### config.mk
export PLATFORM = sky130hd
export DESIGN_NAME = quad_byte_mul
export DESIGN_NICKNAME = d
export VERILOG_FILES = /design/src/rtl/qbm_pkg.sv /design/src/rtl/qbm_decode.sv /design/src/rtl/qbm_lane.sv /design/src/rtl/qbm_pack.sv /design/src/rtl/quad_byte_mul.sv
export SDC_FILE = /design/constraint.sdc
export NUM_CORES = 1
export LEC_CHECK = 0
export BUFFER_PORTS_ARGS = -buffer_cell sky130_fd_sc_hd__buf_2
export CAP_MARGIN = 0
export CORE_UTILIZATION = 60
export CTS_BUF_LIST = sky130_fd_sc_hd__clkbuf_4
export DETAILED_ROUTE_END_ITERATION = 10
export GPL_ROUTABILITY_DRIVEN = 0
export GPL_TIMING_DRIVEN = 1
export PLACE_DENSITY = 0.82
export SLEW_MARGIN = 20
export SYNTH_ARGS = -nofsm -noshare
export SYNTH_HDL_FRONTEND = slang
export SYNTH_HIERARCHICAL = 1
export SYNTH_SLANG_ARGS = --single-unit
### constraint.sdc
create_clock -name clk -period 15.5 [get_ports clk]
set_clock_uncertainty 0.2 [all_clocks]
set_input_delay 1.55 -clock clk [delete_from_list [all_inputs] [get_ports clk]]
set_output_delay 1.55 -clock clk [all_outputs]
set_load 0.02 [all_outputs]
### src/rtl/qbm_pkg.sv
package qbm_pkg;

    localparam int QBM_LANES  = 4;
    localparam int QBM_BYTE_W = 8;
    localparam int QBM_IDX_W  = 4;
    localparam int QBM_SEL_W  = 2;

    // Field least-significant bit positions within the instruction word
    localparam int QBM_DA_LSB  = 6;
    localparam int QBM_SB_LSB  = 10;
    localparam int QBM_SC_LSB  = 14;
    localparam int QBM_DD_LSB  = 18;
    localparam int QBM_SEL_LSB = 22;
    localparam int QBM_FLD_HI  = QBM_SEL_LSB + QBM_SEL_W - 1;

    localparam logic [QBM_SEL_W-1:0] QBM_SEL_SIGNED = 2'b10;

    typedef enum logic {
        EXT_ZERO = 1'b0,
        EXT_SIGN = 1'b1
    } qbm_ext_e;

    typedef struct packed {
        logic [QBM_IDX_W-1:0] dst_a;
        logic [QBM_IDX_W-1:0] src_b;
        logic [QBM_IDX_W-1:0] src_c;
        logic [QBM_IDX_W-1:0] dst_d;
        qbm_ext_e             b_ext;
    } qbm_fields_t;

endpackage

### src/rtl/qbm_decode.sv
module qbm_decode
    import qbm_pkg::*;
(
    input  logic [QBM_FLD_HI:QBM_DA_LSB] insn_i,
    output qbm_fields_t                   fields_o
);

    logic [QBM_SEL_W-1:0] sel;

    always_comb begin
        sel             = insn_i[QBM_SEL_LSB +: QBM_SEL_W];
        fields_o.dst_a  = insn_i[QBM_DA_LSB +: QBM_IDX_W];
        fields_o.src_b  = insn_i[QBM_SB_LSB +: QBM_IDX_W];
        fields_o.src_c  = insn_i[QBM_SC_LSB +: QBM_IDX_W];
        fields_o.dst_d  = insn_i[QBM_DD_LSB +: QBM_IDX_W];
        fields_o.b_ext  = (sel == QBM_SEL_SIGNED) ? EXT_SIGN : EXT_ZERO;
    end

endmodule

### src/rtl/qbm_lane.sv
module qbm_lane
    import qbm_pkg::*;
#(
    parameter int BYTE_W = QBM_BYTE_W
) (
    input  logic [BYTE_W-1:0]   b_byte,
    input  logic [BYTE_W-1:0]   c_byte,
    input  qbm_ext_e            b_ext,
    output logic [2*BYTE_W-1:0] prod
);

    localparam int EXT_W  = BYTE_W + 1;
    localparam int PROD_W = 2 * BYTE_W;

    logic signed [EXT_W-1:0]  b_wide;
    logic signed [EXT_W-1:0]  c_wide;
    logic signed [PROD_W-1:0] prod_s;

    // B takes its top bit only in signed mode; C never does
    assign b_wide = {(b_ext == EXT_SIGN) & b_byte[BYTE_W-1], b_byte};
    assign c_wide = {1'b0, c_byte};
    // Modular product: the low PROD_W bits are all that are kept
    assign prod_s = PROD_W'(b_wide) * PROD_W'(c_wide);
    assign prod   = $unsigned(prod_s);

endmodule

### src/rtl/qbm_pack.sv
module qbm_pack
    import qbm_pkg::*;
#(
    parameter int LANES  = QBM_LANES,
    parameter int BYTE_W = QBM_BYTE_W,
    parameter int IDX_W  = QBM_IDX_W
) (
    input  logic                                 clk,
    input  logic                                 rst,
    input  logic                                 fire,
    input  logic [IDX_W-1:0]                     dst_a,
    input  logic [IDX_W-1:0]                     dst_d,
    input  logic [LANES-1:0][2*BYTE_W-1:0]       prods,
    output logic                                 wa_en,
    output logic [IDX_W-1:0]                     wa_idx,
    output logic [LANES*BYTE_W-1:0]              wa_data,
    output logic                                 wd_en,
    output logic [IDX_W-1:0]                     wd_idx,
    output logic [LANES*BYTE_W-1:0]              wd_data
);

    localparam int HALF   = LANES / 2;
    localparam int WORD_W = LANES * BYTE_W;

    logic [WORD_W-1:0] lo_word;
    logic [WORD_W-1:0] hi_word;
    logic              clash;

    assign lo_word = prods[HALF-1:0];
    assign hi_word = prods[LANES-1:HALF];
    assign clash   = (dst_a == dst_d);

    always_ff @(posedge clk) begin
        if (rst) begin
            wa_en   <= 1'b0;
            wd_en   <= 1'b0;
            wa_idx  <= '0;
            wd_idx  <= '0;
            wa_data <= '0;
            wd_data <= '0;
        end else begin
            wa_en <= fire;
            wd_en <= fire && !clash;
            if (fire) begin
                wa_idx  <= dst_a;
                wd_idx  <= dst_d;
                wa_data <= hi_word;
                wd_data <= lo_word;
            end
        end
    end


    same_dest_single_write_chk: assert property (@(posedge clk) disable iff (rst)
        (wa_en && wd_en) |-> (wa_idx != wd_idx));


    a_wins_on_clash_chk: assert property (@(posedge clk) disable iff (rst)
        (fire && clash) |=> (wa_en && !wd_en));


    strobe_needs_fire_chk: assert property (@(posedge clk) disable iff (rst)
        (wa_en || wd_en) |-> $past(fire));


    one_cycle_strobe_chk: assert property (@(posedge clk) disable iff (rst)
        !fire |=> !wa_en && !wd_en);


    reset_clears_chk: assert property (@(posedge clk)
        rst |=> !wa_en && !wd_en);

endmodule

### src/rtl/quad_byte_mul.sv
module quad_byte_mul
    import qbm_pkg::*;
#(
    parameter int LANES  = QBM_LANES,
    parameter int BYTE_W = QBM_BYTE_W,
    parameter int IDX_W  = QBM_IDX_W
) (
    input  logic                         clk,
    input  logic                         rst,
    input  logic                         valid_i,
    input  logic                         cop_en_i,
    input  logic [QBM_FLD_HI:QBM_DA_LSB] insn_i,
    input  logic [LANES*BYTE_W-1:0]      opb_i,
    input  logic [LANES*BYTE_W-1:0]      opc_i,
    output logic [IDX_W-1:0]             src_b_idx,
    output logic [IDX_W-1:0]             src_c_idx,
    output logic                         wa_en,
    output logic [IDX_W-1:0]             wa_idx,
    output logic [LANES*BYTE_W-1:0]      wa_data,
    output logic                         wd_en,
    output logic [IDX_W-1:0]             wd_idx,
    output logic [LANES*BYTE_W-1:0]      wd_data
);

    localparam int PROD_W = 2 * BYTE_W;

    qbm_fields_t                   fld;
    logic [LANES-1:0][PROD_W-1:0]  prods;
    logic                          fire;

    qbm_decode u_decode (
        .insn_i   (insn_i),
        .fields_o (fld)
    );

    assign src_b_idx = fld.src_b;
    assign src_c_idx = fld.src_c;
    assign fire      = valid_i && cop_en_i;

    for (genvar i = 0; i < LANES; i++) begin : g_lane
        qbm_lane #(.BYTE_W(BYTE_W)) u_lane (
            .b_byte (opb_i[i*BYTE_W +: BYTE_W]),
            .c_byte (opc_i[i*BYTE_W +: BYTE_W]),
            .b_ext  (fld.b_ext),
            .prod   (prods[i])
        );
    end

    qbm_pack #(.LANES(LANES), .BYTE_W(BYTE_W), .IDX_W(IDX_W)) u_pack (
        .clk     (clk),
        .rst     (rst),
        .fire    (fire),
        .dst_a   (fld.dst_a),
        .dst_d   (fld.dst_d),
        .prods   (prods),
        .wa_en   (wa_en),
        .wa_idx  (wa_idx),
        .wa_data (wa_data),
        .wd_en   (wd_en),
        .wd_idx  (wd_idx),
        .wd_data (wd_data)
    );


    src_idx_decode_chk: assert property (@(posedge clk) disable iff (rst)
        (src_b_idx == insn_i[13:10]) && (src_c_idx == insn_i[17:14]));


    no_write_when_off_chk: assert property (@(posedge clk) disable iff (rst)
        !cop_en_i |=> !wa_en && !wd_en);

endmodule

-- Word level (Yosys, flattened, before mapping)
Cells that the tools add are included.
- multiply operators: 4
- eq/ne operators: 2
- muxes and demuxes: 1
- bitwise logic cells: 4
- reductions and logical operators: 3
- operators by type and width (cell ; number):
    9-bit by 9-bit multiplier with 16-bit output ; 4
    1-bit bitwise AND ; 4
    4-bit == test ; 1
    2-bit == test (second input constant) ; 1
    1-bit logical AND ; 2
    1-bit zero test ; 1
    1-bit two-way mux ; 1
- flip-flop bits (word level): 74
- output and inout bits: 82
- logic and storage cells: 20

-- Logic depth before layout (Yosys ltp)
- depth in word-level cells: 4
- gate-level depth with buffers: 21
- depth with buffers taken out: 21

-- By module
Netlist, hierarchy kept.
- by module, submodules not included (module ; instances ; cells each ; area each (um^2) ; seq. area each (um^2)):
    qbm_lane at g_lane[1].u_lane ... ; 2 ; 320 ; 2641.3 ; 0.0
    qbm_pack ; 1 ; 240 ; 2673.8 ; 1481.4
    qbm_lane at g_lane[3].u_lane ; 1 ; 320 ; 2638.8 ; 0.0
    qbm_lane at g_lane[0].u_lane ; 1 ; 321 ; 2630.0 ; 0.0
    qbm_decode ; 1 ; 17 ; 133.9 ; 0.0
    quad_byte_mul ; 1 ; 1 ; 6.3 ; 0.0

-- Worst setup path after synthesis
OpenSTA, ideal clock, no wires.
- path kind: input to register
- from: in insn_i[23] (netlist name)
- to: reg u_pack.wd_data[14]
- arrival time: 5.817 ns
- required time: 15.172 ns
- setup slack: 9.356 ns
- stages on the path: 19
- path buffers: 0
- cells stage by stage: nor2b_4 and2_1 nand2_1 fa_1 fa_1 inv_1 fa_1 inv_1 fa_1 inv_1 ha_1 o21ai_0 nor2_1 nor2_1 a31oi_1 and4_1 or3_1 mux2i_1 nor2_1
- RTL lines (what ; RTL line ; RTL):
    start, declared ; quad_byte_mul.sv:12 ; input logic [QBM_FLD_HI:QBM_DA_LSB] insn_i,
    end signal, assigned ; qbm_pack.sv:48 ; wd_data <= lo_word;
    end, declared ; qbm_pack.sv:19 ; output logic [LANES*BYTE_W-1:0] wd_data

==> impl_metrics.env <==
export IMPL_fmax_mhz=158.1
export IMPL_hpwl_um=22690
export IMPL_required_ps=15640
export IMPL_grt_pass1_wl_um=46320
export IMPL_die_h_um=151.3
export IMPL_drive_gt1_share_pct=12.38
export IMPL_maxCapViolCount=0
export IMPL_synth_area_leaders="fa_1 (31%), ha_1 (13%), dfxtp_1 (11%)"
export IMPL_hold_viol_final=0
export IMPL_nets=2085
export IMPL_ant_nets=0
export IMPL_drt_iter0_drc=255
export IMPL_cts_sinks=74
export IMPL_synth_area_um2=13370
export IMPL_synth_fa_ha_area_share_pct=44.04
export IMPL_final_core_util_pct=65.39
export IMPL_synth_cells=1539
export IMPL_crit_chain="buf_2 > nor2b_4 > and2_1 > nand2_1 > fa_1 > fa_1 > inv_1 > fa_1 > inv_1 > fa_1 > inv_1 > ha_1 > o21ai_0 > nor2_1 > nor2_1 > a31oi_1 > and4_1 > or3_1 > mux2i_1 > nor2_1"
export IMPL_grt_pass1_vias=10084
export IMPL_fin_hold_ws_ps=304.0
export IMPL_fin_crit_ps=6324
export IMPL_drt_pass1_iterations=5
export IMPL_avgSynthCellArea_um2=8.684
export IMPL_power_density_nw_per_um2=109.5
export IMPL_maxSlewViolCount=0
export IMPL_p_total_mw=1.563
export IMPL_io_buffer_count=151
export IMPL_num_rows=54
export IMPL_synth_ff_type="dfxtp_1"
export IMPL_clockBufferDepth=2
export IMPL_synth_top_cell_area_share_pct=30.56
export IMPL_yosysWarnings=6
export IMPL_synth_ff_latch_count=74
export IMPL_regArea_um2=1481
export IMPL_ys_types=40
export IMPL_numCtsBuffers=9
export IMPL_finalCritPeriodShare_pct=40.80
export IMPL_synth_simple_area_share_pct=16.92
export IMPL_synth_top_family_by_area="adder cells"
export IMPL_num_vias=9982
export IMPL_cts_root_buf="clkbuf_4"
export IMPL_core_area_um2=21820
export IMPL_viasPerCell=5.151
export IMPL_grt_max_degree=74
export IMPL_worstMarginPinSlew_ps=1059
export IMPL_synth_xor_area_share_pct=6.029
export IMPL_hold_depth=2
export IMPL_mostFrequentLayoutCells="inv_1 (360), fa_1 (204), buf_2 (151)"
export IMPL_critPathArrivalTime_ps=6460
export IMPL_crit_top_cell="fa_1"
export IMPL_start_kind="input pin"
export IMPL_final_area_um2=14270
export IMPL_synth_edf_count=0
export IMPL_cts_repair_resized=0
export IMPL_crit_path_max_fanout=25
export IMPL_multi_input_area_um2=10190
export IMPL_worstRegToRegCells=2
export IMPL_final_common_cell="inv_1"
export IMPL_synthMuxAreaShare_pct=5.617
export IMPL_post_cts_setup_buffers=0
export IMPL_hold_buffers=0
export IMPL_worstSetupEndpointType="flip-flop"
export IMPL_grt_use_total_pct=25.68
export IMPL_fin_tns_setup_ps=0
export IMPL_leakagePower_nw=7.617
export IMPL_grt_overflow=0
export IMPL_dieArea_um2=22880
export IMPL_outcome="completed"
export IMPL_async_flop_share_pct=0
export IMPL_worst_hold_path_type="flip-flop to flip-flop"
export IMPL_clkSlewWorstSetupHoldPaths_ps=140
export IMPL_synth_compound_area_share_pct=3.642
export IMPL_syn_to_final_growth_pct=6.778
export IMPL_die_w_um=151.3
export IMPL_antenna_found_initial=1
export IMPL_cts_tree="built"
export IMPL_clk_latency_ps=440
export IMPL_routed_wl_um=27310
export IMPL_synth_top_cell_by_area="fa_1"
export IMPL_drc=0
export IMPL_relSlewSlack_pct=29.38
export IMPL_dpl_instance_area_um2=14150
export IMPL_ioPinCount=168
export IMPL_synth_fp_nets=1973
export IMPL_rsz0062_at_grt="false"
export IMPL_yosysSeqAreaShare_pct=11.08
export IMPL_start_util_pct=61.24
export IMPL_wl_per_cell_um=14.09
export IMPL_cp_slowest_cell="fa_1"
export IMPL_htree_levels=3
export IMPL_fillers=1859
export IMPL_ir_drop_uv=54.62
export IMPL_worst_setup_path_type="input pin to flip-flop"
export IMPL_finalSetupViolations=0
export IMPL_slowest_delay_ps=620
## path summary, 6_finish.rpt
path | slack [ps] | end | start
worst max-delay path | 9180 | u_pack/wd_data[14] | insn_i[22]
worst min-delay path | 300 | u_pack/wd_idx[2] | u_pack/wd_idx[2]
worst max register to register | 14600 | u_pack/wa_data[5] | u_pack/wa_data[5]
worst min register to register | 300 | u_pack/wd_idx[2] | u_pack/wd_idx[2]
## cell usage after synthesis, types with 2 or more instances
library cell  number
and2_1           122
a21oi_2            3
inv_1            360
nand2b_1           4
o21bai_1           2
ha_1             144
buf_1              3
o2bb2ai_1          4
nor3_1            11
o21a_1             4
and2_2            27
nor2b_1            4
mux2i_1           75
nand2_1          141
a21oi_1           35
o21ai_0            6
a31oi_1            8
nor4_1             4
buf_8              7
xor2_1            38
buf_4             16
and3_1            20
o21ai_1            9
nand3_1            7
nor2_1           109
a21o_1             8
clkbuf_1          24
dfxtp_1           74
fa_1             204
xnor2_1           54
and3_2             3
## sequential cells by signal, indices dropped and copies added (netlist names)
| name | cells |
|---|---|
| u_pack/wa_data | 32 |
| u_pack/wa_en | 1 |
| u_pack/wa_idx | 4 |
| u_pack/wd_data | 32 |
| u_pack/wd_en | 1 |
| u_pack/wd_idx | 4 |
## worst max-delay path: cells and delay by family
family	cells	cell delay, ps
mux	1	130
fa+ha+maj	5	2520
simple gates	8	1730
buf+inv	4	250
compound gates	2	270
## layout make-up
type                       count  area share [%]
tap                          280           2.455
antenna                        2         0.03507
clock inverter                 7          0.3682
clock buffer                   9          0.4734
inverter                     360           9.469
timing repair buffer         153           5.401
multi-input combinational   1053           71.42
sequential                    74           10.38
## cells by family (layout without fill, tap and decap cells)
logic type | count (synthesis) | after routing
compound gates | 81 | 81
xor+xnor | 92 | 92
fa+ha+maj | 348 | 348
buf+inv | 412 | 529
flops | 74 | 74
mux | 75 | 75
other cells | 0 | 2
simple gates | 457 | 457
## where the power goes
group	leakage (nW)	switching (mW)	internal, mW	total, mW
Combinational	6.94	0.672	0.513	1.18
Clock	0.0720	0.0836	0.0344	0.118
Sequential	0.605	0.0240	0.236	0.260
Total	7.62	0.780	0.783	1.56
## per-stage QoR
step	std cells	worst slack [ps]
2_1_floorplan	1539	9356
3_3_place_gp	1920	8883
3_5_place_dp	1920	8685
5_1_grt	1937	9021
4_1_cts	1936	9243
6_report	1938	9176
## layer usage
| metal | wire [um] | part of all wire, % | GRT usage [%] |
|---|---|---|---|
| met1 | 11850 | 43 | 32.23 |
| met5 | 0 | 0 | 0 |
| met2 | 14010 | 51 | 46.28 |
| met3 | 956 | 3.5 | 2.922 |
| met4 | 499 | 1.8 | 7.150 |
Note: power is estimated with default switching activity, not from simulation.
